File: config.mk
export PLATFORM = sky130hd
export DESIGN_NAME = i2cf_seg_front
export DESIGN_NICKNAME = d
export VERILOG_FILES = /design/src/rtl/i2cf_pkg.sv /design/src/rtl/i2cf_lane_map.sv /design/src/rtl/i2cf_data_bank.sv /design/src/rtl/i2cf_xfer_ctrl.sv /design/src/rtl/i2cf_seg_front.sv
export SDC_FILE = /design/constraint.sdc
export NUM_CORES = 1
export LEC_CHECK = 0
export BUFFER_PORTS_ARGS = -buffer_cell sky130_fd_sc_hd__clkbuf_2
export CORE_ASPECT_RATIO = 1.75
export CORE_MARGIN = 2
export CORE_UTILIZATION = 60
export DETAILED_ROUTE_END_ITERATION = 12
export GPL_TIMING_DRIVEN = 0
export MAX_ROUTING_LAYER = met4
export PLACE_DENSITY_LB_ADDON = 0.3
export SYNTH_ARGS = -nofsm -noshare
export SYNTH_HDL_FRONTEND = slang
export SYNTH_HIERARCHICAL = 1
export SYNTH_SLANG_ARGS = --single-unit
File: constraint.sdc
create_clock -name clk -period 4.51 [get_ports clk]
set_input_delay 0.2255 -clock clk [delete_from_list [all_inputs] [get_ports clk]]
set_output_delay 0.2255 -clock clk [all_outputs]
set_load 0.01 [all_outputs]
File: src/rtl/i2cf_pkg.sv
package i2cf_pkg;
  typedef enum logic [1:0] {
    DIR_WRITE    = 2'd0,
    DIR_READ     = 2'd1,
    DIR_RD_THEN_WR = 2'd2,
    DIR_WR_THEN_RD = 2'd3
  } i2cf_dir_e;

  // word indices of the fixed registers
  localparam int unsigned W_TADDR = 0;
  localparam int unsigned W_COUNT = 1;
  localparam int unsigned W_CTRL  = 2;
  localparam int unsigned W_MODE  = 3;
  localparam int unsigned W_XFER  = 4;

  // bit positions
  localparam int unsigned CTRL_IRQEN  = 6;
  localparam int unsigned MODE_WIDE   = 6;
  localparam int unsigned MODE_IGNACK = 1;
  localparam int unsigned XS_GO       = 0;
  localparam int unsigned XS_DONE     = 1;
  localparam int unsigned XS_NACK     = 2;
  localparam int unsigned XS_COND_LSB = 4;

  localparam int unsigned BYTES_PER_WORD = 4;
endpackage

File: src/rtl/i2cf_lane_map.sv
module i2cf_lane_map #(
  parameter int unsigned NUM_DREGS = 8,
  parameter int unsigned IDX_W     = 5,
  parameter int unsigned RIDX_W    = 3
) (
  input  logic              wide,
  input  logic [IDX_W-1:0]  idx,
  output logic [RIDX_W-1:0] sel,
  output logic [1:0]        lane,
  output logic              in_range
);
  localparam logic [IDX_W-1:0] NARROW_LIM = IDX_W'(NUM_DREGS);

  always_comb begin
    if (wide) begin
      sel      = idx[IDX_W-1:2];
      lane     = idx[1:0];
      in_range = 1'b1;
    end else begin
      sel      = idx[RIDX_W-1:0];
      lane     = 2'd0;
      in_range = (idx < NARROW_LIM);
    end
  end
endmodule

File: src/rtl/i2cf_data_bank.sv
module i2cf_data_bank #(
  parameter int unsigned NUM_DREGS = 8,
  parameter int unsigned RIDX_W    = 3
) (
  input  logic              clk,
  input  logic              tx_we,
  input  logic [RIDX_W-1:0] tx_wsel,
  input  logic [31:0]       tx_wdata,
  input  logic              rx_we,
  input  logic [RIDX_W-1:0] rx_sel,
  input  logic [1:0]        rx_lane,
  input  logic [7:0]        rx_byte,
  input  logic [RIDX_W-1:0] tx_rsel,
  input  logic [1:0]        tx_lane,
  input  logic [RIDX_W-1:0] rd_sel,
  output logic [7:0]        tx_byte,
  output logic [31:0]       tx_word,
  output logic [31:0]       rx_word
);
  logic [31:0] tx_mem [NUM_DREGS];
  logic [31:0] rx_mem [NUM_DREGS];

  always_ff @(posedge clk) begin
    if (tx_we) tx_mem[tx_wsel] <= tx_wdata;
  end

  always_ff @(posedge clk) begin
    if (rx_we) rx_mem[rx_sel][{rx_lane, 3'b000} +: 8] <= rx_byte;
  end

  assign tx_byte = tx_mem[tx_rsel][{tx_lane, 3'b000} +: 8];
  assign tx_word = tx_mem[rd_sel];
  assign rx_word = rx_mem[rd_sel];
endmodule

File: src/rtl/i2cf_xfer_ctrl.sv
module i2cf_xfer_ctrl (
  input  logic       clk,
  input  logic       rst,
  input  logic       wr_xfer,
  input  logic       wr_zero,
  input  logic [6:0] wval,
  input  logic       seq_done,
  input  logic       seq_nack,
  input  logic       ign_nack,
  output logic       busy_o,
  output logic       done_o,
  output logic       nack_o,
  output logic       start_o,
  output logic [2:0] cond_o
);
  always_ff @(posedge clk) begin
    if (rst) begin
      busy_o  <= 1'b0;
      done_o  <= 1'b0;
      nack_o  <= 1'b0;
      start_o <= 1'b0;
      cond_o  <= 3'd0;
    end else begin
      start_o <= 1'b0;
      if (wr_xfer && wr_zero) begin
        // abort / acknowledge: beats a completion in the same cycle
        busy_o <= 1'b0;
        done_o <= 1'b0;
        nack_o <= 1'b0;
        cond_o <= 3'd0;
      end else if (!busy_o) begin
        if (wr_xfer) begin
          cond_o <= wval[6:4];
          if (wval[0]) begin
            busy_o  <= 1'b1;
            start_o <= 1'b1;
            done_o  <= 1'b0;
            nack_o  <= 1'b0;
          end
        end
      end else if (seq_done) begin
        busy_o <= 1'b0;
        done_o <= 1'b1;
        nack_o <= seq_nack & ~ign_nack;
      end
    end
  end
endmodule

File: src/rtl/i2cf_seg_front.sv
module i2cf_seg_front #(
  parameter int unsigned NUM_DREGS = 8,
  parameter int unsigned ADDR_W    = $clog2(3 * NUM_DREGS),
  parameter int unsigned LEN_W     = $clog2(NUM_DREGS * 4) + 1,
  parameter int unsigned IDX_W     = $clog2(NUM_DREGS * 4)
) (
  input  logic              clk,
  input  logic              rst,
  input  logic              bus_wr_en,
  input  logic              bus_rd_en,
  input  logic [ADDR_W-1:0] bus_addr,
  input  logic [31:0]       bus_wdata,
  output logic [31:0]       bus_rdata,
  output logic              irq,
  output logic              seq_start,
  output logic [1:0]        seq_dir,
  output logic [2:0]        seq_cond,
  output logic [LEN_W-1:0]  seq_len,
  output logic [7:0]        seq_addr,
  output logic              seq_ign_nack,
  input  logic [IDX_W-1:0]  seq_tx_idx,
  output logic [7:0]        seq_tx_byte,
  input  logic              seq_rx_valid,
  input  logic [IDX_W-1:0]  seq_rx_idx,
  input  logic [7:0]        seq_rx_byte,
  input  logic              seq_done,
  input  logic              seq_nack
);
  import i2cf_pkg::*;

  localparam int unsigned RIDX_W  = $clog2(NUM_DREGS);
  localparam int unsigned SHORT_W = RIDX_W + 1;
  localparam int unsigned BYTES_MAX = NUM_DREGS * BYTES_PER_WORD;

  localparam logic [ADDR_W-1:0] A_TADDR = ADDR_W'(W_TADDR);
  localparam logic [ADDR_W-1:0] A_COUNT = ADDR_W'(W_COUNT);
  localparam logic [ADDR_W-1:0] A_CTRL  = ADDR_W'(W_CTRL);
  localparam logic [ADDR_W-1:0] A_MODE  = ADDR_W'(W_MODE);
  localparam logic [ADDR_W-1:0] A_XFER  = ADDR_W'(W_XFER);
  localparam logic [ADDR_W-1:0] A_TX    = ADDR_W'(NUM_DREGS);
  localparam logic [ADDR_W-1:0] A_RX    = ADDR_W'(2 * NUM_DREGS);
  localparam logic [ADDR_W-1:0] A_END   = ADDR_W'(3 * NUM_DREGS);
  localparam logic [LEN_W-1:0]  CAP_WIDE   = LEN_W'(BYTES_MAX);
  localparam logic [LEN_W-1:0]  CAP_NARROW = LEN_W'(NUM_DREGS);

  // configuration registers
  logic [7:0]       taddr_q;
  logic [LEN_W-1:0] count_q;
  i2cf_dir_e        dir_q;
  logic             irq_en_q;
  logic             wide_q;
  logic             ign_q;

  // launch / status state
  logic       busy_q, done_q, nack_q, start_q;
  logic [2:0] cond_q;

  logic [LEN_W-1:0] eff_cnt;
  logic wr_xfer, wr_tx, in_tx_win, in_rx_win;

  assign in_tx_win = (bus_addr >= A_TX) && (bus_addr < A_RX);
  assign in_rx_win = (bus_addr >= A_RX) && (bus_addr < A_END);
  assign wr_xfer   = bus_wr_en && (bus_addr == A_XFER);
  assign wr_tx     = bus_wr_en && in_tx_win;

  always_ff @(posedge clk) begin
    if (rst) begin
      taddr_q  <= 8'd0;
      count_q  <= '0;
      dir_q    <= DIR_WRITE;
      irq_en_q <= 1'b0;
      wide_q   <= 1'b0;
      ign_q    <= 1'b0;
    end else if (bus_wr_en) begin
      unique case (bus_addr)
        A_TADDR: taddr_q <= bus_wdata[7:0];
        A_COUNT: count_q <= bus_wdata[LEN_W-1:0];
        A_CTRL: begin
          dir_q    <= i2cf_dir_e'(bus_wdata[1:0]);
          irq_en_q <= bus_wdata[CTRL_IRQEN];
        end
        A_MODE: begin
          wide_q <= bus_wdata[MODE_WIDE];
          ign_q  <= bus_wdata[MODE_IGNACK];
        end
        default: ;
      endcase
    end
  end

  // count field follows the data word size
  always_comb begin
    if (wide_q) eff_cnt = count_q;
    else        eff_cnt = {{(LEN_W-SHORT_W){1'b0}}, count_q[SHORT_W-1:0]};
  end

  always_comb begin
    if (wide_q) seq_len = (eff_cnt > CAP_WIDE)   ? CAP_WIDE   : eff_cnt;
    else        seq_len = (eff_cnt > CAP_NARROW) ? CAP_NARROW : eff_cnt;
  end

  i2cf_xfer_ctrl u_xfer (
    .clk      (clk),
    .rst      (rst),
    .wr_xfer  (wr_xfer),
    .wr_zero  (bus_wdata == 32'd0),
    .wval     (bus_wdata[6:0]),
    .seq_done (seq_done),
    .seq_nack (seq_nack),
    .ign_nack (ign_q),
    .busy_o   (busy_q),
    .done_o   (done_q),
    .nack_o   (nack_q),
    .start_o  (start_q),
    .cond_o   (cond_q)
  );

  // byte index to word/lane decode, one per sequencer byte path
  logic [RIDX_W-1:0] tx_sel, rx_sel;
  logic [1:0]        tx_lane, rx_lane;
  logic              tx_ok, rx_ok;

  i2cf_lane_map #(.NUM_DREGS(NUM_DREGS), .IDX_W(IDX_W), .RIDX_W(RIDX_W)) u_tx_map (
    .wide(wide_q), .idx(seq_tx_idx), .sel(tx_sel), .lane(tx_lane), .in_range(tx_ok)
  );

  i2cf_lane_map #(.NUM_DREGS(NUM_DREGS), .IDX_W(IDX_W), .RIDX_W(RIDX_W)) u_rx_map (
    .wide(wide_q), .idx(seq_rx_idx), .sel(rx_sel), .lane(rx_lane), .in_range(rx_ok)
  );

  logic [7:0]  tx_byte_raw;
  logic [31:0] tx_word, rx_word;

  i2cf_data_bank #(.NUM_DREGS(NUM_DREGS), .RIDX_W(RIDX_W)) u_bank (
    .clk      (clk),
    .tx_we    (wr_tx),
    .tx_wsel  (bus_addr[RIDX_W-1:0]),
    .tx_wdata (bus_wdata),
    .rx_we    (seq_rx_valid && busy_q && rx_ok),
    .rx_sel   (rx_sel),
    .rx_lane  (rx_lane),
    .rx_byte  (seq_rx_byte),
    .tx_rsel  (tx_sel),
    .tx_lane  (tx_lane),
    .rd_sel   (bus_addr[RIDX_W-1:0]),
    .tx_byte  (tx_byte_raw),
    .tx_word  (tx_word),
    .rx_word  (rx_word)
  );

  // register read path
  logic [31:0] rd_mux;

  always_comb begin
    rd_mux = 32'd0;
    if (in_rx_win) begin
      rd_mux = rx_word;
    end else if (in_tx_win) begin
      rd_mux = tx_word;
    end else begin
      unique case (bus_addr)
        A_TADDR: rd_mux[7:0] = taddr_q;
        A_COUNT: rd_mux[LEN_W-1:0] = eff_cnt;
        A_CTRL: begin
          rd_mux[1:0]       = dir_q;
          rd_mux[CTRL_IRQEN] = irq_en_q;
        end
        A_MODE: begin
          rd_mux[MODE_WIDE]   = wide_q;
          rd_mux[MODE_IGNACK] = ign_q;
        end
        A_XFER: begin
          rd_mux[XS_GO]                      = busy_q;
          rd_mux[XS_DONE]                    = done_q;
          rd_mux[XS_NACK]                    = nack_q;
          rd_mux[XS_COND_LSB +: 3]           = cond_q;
        end
        default: ;
      endcase
    end
  end

  always_ff @(posedge clk) begin
    if (rst)            bus_rdata <= 32'd0;
    else if (bus_rd_en) bus_rdata <= rd_mux;
  end

  assign irq          = done_q & irq_en_q;
  assign seq_start    = start_q;
  assign seq_dir      = dir_q;
  assign seq_cond     = cond_q;
  assign seq_addr     = taddr_q;
  assign seq_ign_nack = ign_q;
  assign seq_tx_byte  = tx_ok ? tx_byte_raw : 8'h00;
endmodule

# Word level (Yosys, flattened, before mapping)
# Memories as Yosys holds them, arrays and structs flattened.
# Index checks and enable logic that the tools add are counted.
[op_classes] n_bitwise=4 mul=0 shift=3 n_addsub=1 muxes=35 div=0 magnitude_cmp=8 n_reduce_logical=19 n_eq_ne=5
[op_table] op="two-way mux 32 bit" n=2
[op_table] op="zero test 32 bit" n=1
[op_table] op="variable shift 8 x 7 -> 32 bit, first input constant" n=1
[op_table] op="indexed part select 32 x 6 -> 8 bit" n=1
[op_table] op="indexed part select 8 x 7 -> 32 bit" n=1
[op_table] op="two-way mux 24 bit" n=1
[op_table] op="two-way mux 6 bit" n=4
[op_table] op="two-way mux 1 bit" n=16
[op_table] op="two-way mux 8 bit" n=2
[op_table] op="== test 5 x 2 -> 1 bit, second input constant" n=2
[op_table] op="< comparator 5 x 4 -> 1 bit, second input constant" n=2
[op_table] op="< comparator 5 bit, second input constant" n=2
[op_table] op="AND reduction 2 bit" n=5
[op_table] op="case mux 1 bit (4 select lines)" n=2
[op_table] op="logical AND 1 bit" n=7
[op_table] op="negation 5 -> 7 bit" n=1
[op_table] op="greater-than comparator 6 x 4 -> 1 bit, second input constant" n=1
[op_table] op="greater-than comparator 6 bit, second input constant" n=1
[op_table] op="two-way mux 3 bit" n=2
[op_table] op="case mux 2 bit (3 select lines)" n=1
[op_table] op="== test 5 x 1 -> 1 bit, second input constant" n=1
[op_table] op="== test 5 x 3 -> 1 bit, second input constant" n=1
[op_table] op=">= comparator 5 x 4 -> 1 bit, second input constant" n=1
[op_table] op=">= comparator 5 bit, second input constant" n=1
[op_table] op="other kinds (12)" n=16
[word_totals] in_bits=62 n_memories=2 output_inout_bits=62 rom_bits=0 latch_bits=0 ramBits=512 wordCells=89 regBits=58
[mem_list] memory="u_bank.rx_mem" depth=8 word_bits=32 read_ports=1 rd_clocked_by_memory_dff=0 wr=1 line_no="i2cf_data_bank.sv:21" rtl="logic [31:0] rx_mem [NUM_DREGS];"
[mem_list] memory="u_bank.tx_mem" depth=8 word_bits=32 read_ports=2 rd_clocked_by_memory_dff=0 wr=1 line_no="i2cf_data_bank.sv:20" rtl="logic [31:0] tx_mem [NUM_DREGS];"

# Depth between registers and ports, before layout
[logic_depth] ltp_word=5 mapped_depth=8 depth_no_buf=6

# Modules after synthesis
# Netlist, hierarchy kept.
[by_module_without_submodules] mod="i2cf_data_bank" area_each_um2=21673.3 cells_each=948 seq_area_each_um2=15374.7 instances=1
[by_module_without_submodules] mod="i2cf_seg_front" area_each_um2=2527.4 cells_each=315 seq_area_each_um2=1021.0 instances=1
[by_module_without_submodules] mod="i2cf_xfer_ctrl" area_each_um2=279.0 cells_each=25 seq_area_each_um2=140.1 instances=1
[by_module_without_submodules] mod="i2cf_lane_map" area_each_um2=56.3 cells_each=6 seq_area_each_um2=0.0 instances=2

# Worst setup path after synthesis
# OpenSTA, ideal clock, no wires.
[synth_timing] path_type="input-to-reg" from="in bus_addr[4]" to="mem u_bank.tx_mem[0][0] (enable)" setup_slack_ns=0.503 cell_stages=7 t_required_ns=4.049 arrival_ns=3.546 setup_ns=0.461 n_path_buf=3 cell_sequence="buf_6 -> and2b_1 -> clkbuf_1 -> clkbuf_1 -> and2_1 -> nand2b_1 -> nor3_1"
[synth_between] elab_chain_len=5 word_cells_on_any_way=6 cone_classes="order compare: 2; mux: 2; reduce/logical: 2"
[synth_rtl] item="start: declaration" line_no="i2cf_seg_front.sv:11" rtl="input logic [ADDR_W-1:0] bus_addr,"
[synth_rtl] item=">= comparator 5 x 4 -> 1 bit / < comparator 5 bit (equally long branches)" line_no="i2cf_seg_front.sv:61" rtl="assign in_tx_win = (bus_addr >= A_TX) && (bus_addr < A_RX);"
[synth_rtl] item="logical AND 1 bit (*)" line_no="i2cf_seg_front.sv:61"
[synth_rtl] item="logical AND 1 bit (*)" line_no="i2cf_seg_front.sv:64" rtl="assign wr_tx = bus_wr_en && in_tx_win;"
[synth_rtl] item="via wr_tx" line_no="i2cf_seg_front.sv:59" rtl="logic wr_xfer, wr_tx, in_tx_win, in_rx_win;"
[synth_rtl] item="two-way mux 1 bit (*)" line_no="i2cf_data_bank.sv:24" rtl="if (tx_we) tx_mem[tx_wsel] <= tx_wdata;"
[synth_rtl] item="two-way mux 1 bit (implied by the code) (*)" line_no="i2cf_data_bank.sv:24"
[synth_rtl] item="end: declaration" line_no="i2cf_data_bank.sv:20"
# Mark *: on every way through the listed nets, which the timed path passes. The rest lies on a longest branch.

# Worst setup path in the final report
[layout_timing] from="reg wide_q" to="out seq_tx_byte[0]"
[layout_between] elab_chain_len=4 word_cells_on_any_way=6 cone_classes="shift: 1; mux: 4; memory: 1"
[layout_rtl] item="start: declaration" line_no="i2cf_seg_front.sv:51" rtl="logic wide_q;"
[layout_rtl] item="start signal: assignment" line_no="i2cf_seg_front.sv:83" rtl="wide_q <= bus_wdata[MODE_WIDE];"
[layout_rtl] item="two-way mux 3 bit" line_no="i2cf_lane_map.sv:15" rtl="if (wide) begin"
[layout_rtl] item="via tx_sel[2]" line_no="i2cf_seg_front.sv:119" rtl="logic [RIDX_W-1:0] tx_sel, rx_sel;"
[layout_rtl] item="memory read (8 x 32 bit)"
[layout_rtl] item="indexed part select 32 x 6 -> 8 bit" line_no="i2cf_data_bank.sv:31" rtl="assign tx_byte = tx_mem[tx_rsel][{tx_lane, 3'b000} +: 8];"
[layout_rtl] item="via tx_byte_raw[0]" line_no="i2cf_seg_front.sv:131" rtl="logic [7:0] tx_byte_raw;"
[layout_rtl] item="two-way mux 8 bit" line_no="i2cf_seg_front.sv:194" rtl="assign seq_tx_byte = tx_ok ? tx_byte_raw : 8'h00;"
[layout_rtl] item="end: declaration" line_no="i2cf_seg_front.sv:22" rtl="output logic [7:0] seq_tx_byte,"
# The timed path passes the listed nets, and every way through them passes these cells.

==> metrics.txt <==
outcome=complete, no violations; Compound-Gate Fraction of Synth Area=0.02284; crit-path cells=mux2_2, clkbuf_1, mux4_2, mux4_2, mux2_2, and2_1, clkbuf_2; DIE AREA=42690 um2; Worst path max stage delay=0.68 ns; Die Y=271.8 um; Clk network pwr share=0.391; Initial DRC Count=1674; CP Capture Type=output port; post-route ant nets=0; max cap viols=0; vias post-DR=14190; Worst Max-Slew Pin Slew=1.151 ns; Comb power frac=0.069; gr usage total=0.3240; Switching Power=2269 uW; IO Pins=124; multi-input logic area=7734 um2; TritonRoute pass-1 iters=6; hold path cells=1; final cycle utilization of the critical path=0.9295; drt wl/cell=31.40 um; CTS sink count=570; Post-DP Area=26130 um2; area leader, netlist=edfxtp_1; PortBufs=122; nets=1576; P_leak=0.009568 uW; cell count along the critical path=7; Simple-Gate Fraction of Synth Area=0.05627; Post-Synthesis Cells=1300; Final HPWL DP=46650 um; Top FF cell, synth=edfxtp_1; clock buffer depth=3; largest family of logic cells by synthesized area=multiplexers; Final min period=4.192 ns; Worst Setup Path Type=register to output port; most common cell in the netlist=edfxtp_1; Seq/Total Area, Yosys=0.6724; Synth Area per Inst=18.92 um2; crit start category=register; vias in the first global route=14250; CTS buffer count=48; top cell type's share of synthesized area=0.6252; initial antenna violation count=2; CTS tree=yes; commonest cells in the netlist=512 x edfxtp_1, 208 x mux4_2, 85 x nor2_1; max-slew violation count=0; std cell rows=98; Net Sw Frac=0.2113; mux contribution to synthesized area=0.2303; Worst Clk Skew=0.01665 ns; critical path data required time=4.28 ns; first-pass GRT wire length=94920 um; post-synth cell types=55; yosys warns=6; Rel. slew slack=0.2312; DRT Wirelength=65870 um; initial core utilization=0.6041; Min-Delay Path Class=input port to register; RePlAce Congestion=0.9569; Worst Path Max Fanout=18; register area=16540 um2; clk_lat worst skew=0.57 ns; Post-Syn Area=24590 um2; vias per inst=6.763; critical path arrival=3.97 ns; VDD IR max=0.4249 mV; FFs w/ async S/R, synth=0; Root Driver=clkbuf_16; largest net degree at the start of global routing=26; CP max-delay cell=dfxtp_2; #FFs+latches synth=570; post-synthesis xor/xnor area fraction=0; number of fill cells=2671; Final Power=10740 uW; main area contributors after synthesis=edfxtp_1 63%, mux4_2 19%, dfxtp_1 4.7%, mux2_2 3.6%, nor2_1 1.3%; Final Hold Vio Count=0; Pint=8471 uW; unrepaired setup endpoints after global routing=false; EDFF count, synth=512; depth of the CTS H-tree=2; gr ovfl total=0; Worst-path clk slew=0.07 ns; Crit path max-delay family=multiplexers; synth-to-layout area growth=13.86%; drt drc=0; sequential power share=0.540; post-CTS setup buffers=0; core footprint=40710 um2; Die Wd=157.0 um; adder-cell share of the synthesized area=0.002544; syn nets=1367; Cell Pwr Density=383.6 nW/um2; length in cells of the worst reg-to-reg path=5; Fmax achieved=0.2386 GHz; worst path bufs/invs=2; layout cell share with drive strength beyond 1=0.3525; setup violators final=0; design area=28000 um2
-- worst paths after layout --
check / startpoint / to / slack, ns
setup / recovery: wide_q / seq_tx_byte[0] / 0.32
hold / removal: bus_wdata[2] / u_bank/tx_mem[2][2] / 0.02
setup reg to reg: wide_q / u_bank/rx_mem[4][9] / 1.46
hold reg to reg: count_q[5] / count_q[5] / 0.48
-- metal layers --
metal  global-route usage  routed length, um  vias to the layer above
met1               0.3656              20940                     7346
li1                     -                  -                     5789
met3              0.04328               4980                      182
met4               0.1536               3699                        0
met2               0.5690              36250                      871
met5                    -                  0                        -
-- cell type report --
cell class,instances,area share
Multi-Input combinational cell,645,0.2762
Timing Repair Buffer,160,0.03780
Inverter,5,0.0006703
Clock buffer,70,0.05023
Tap cell,550,0.02458
Sequential cell,570,0.5906
Clock inverter,17,0.006703
Buffer,79,0.01305
Antenna cell,2,0.0001787
-- registers in the layout, summed over array words and instances, names as in the netlist --
name and cells:
irq_en_q 1, bus_rdata 32, u_bank/rx_mem 256, u_xfer/nack_o 1, wide_q 1, seq_ign_nack 1, u_xfer/cond_o 3, count_q 6
u_xfer/busy_o 1, u_bank/tx_mem 256, u_xfer/start_o 1, seq_addr 8, seq_dir 2, u_xfer/done_o 1
-- what timing repair did --
action	CTS	global route
endpoints found under the setup margin	8	0
hold buffers	26	0
hold endpoints to repair	179	0
resized for setup	4	0
-- kinds of logic after synthesis --
kind of cell               after synthesis
AOI/OAI and AO/OA                       78
adders and majority gates                5
muxes                                  296
and+or+nand+nor                        266
DFF                                    570
buffers and inverters                   85
-- cells in the final DEF (no fill, tap or decap), types with 26 or more instances in the layout --
cell type and n:
clkbuf_2 123, nand2_1 32, clkbuf_1 56, mux2_2 79
clkbuf_16 50, nor2_1 79, mux4_2 208, a221oi_1 30
dlygate4sd3_1 26, dfxtp_1 57, edfxtp_1 512, nor3_1 31
and2_1 47
-- stage by stage --
step / instances / setup TNS, ns / setup WS [ns] / hold WS (ns) / util
CTS: 2096 / 0 / 0.3346 / 0.006601 / 0.6875
finish: 2098 / 0 / 0.3182 / 0.01972 / 0.6878
global route: 2098 / 0 / 0.2838 / 0.01694 / 0.6878
detailed placement: 1984 / 0 / 0.06862 / 0.4669 / 0.6420
floorplan: 1300 / 0 / 0.5026 / 0.3244 / -
global placement: 1972 / -290.93 / -2.494 / 0.4606 / 0.6360
-- power by group through the flow --
stage,Combinational [uW],Clock [uW],Sequential [uW]
4_1_cts,737,4250,5800
2_1_floorplan,420,0,5910
6_report,740,4200,5800
5_1_grt,775,4430,5800
3_3_place_gp,697,0,5910
3_5_place_dp,715,0,5910
Power figures use the tool's default switching activity.
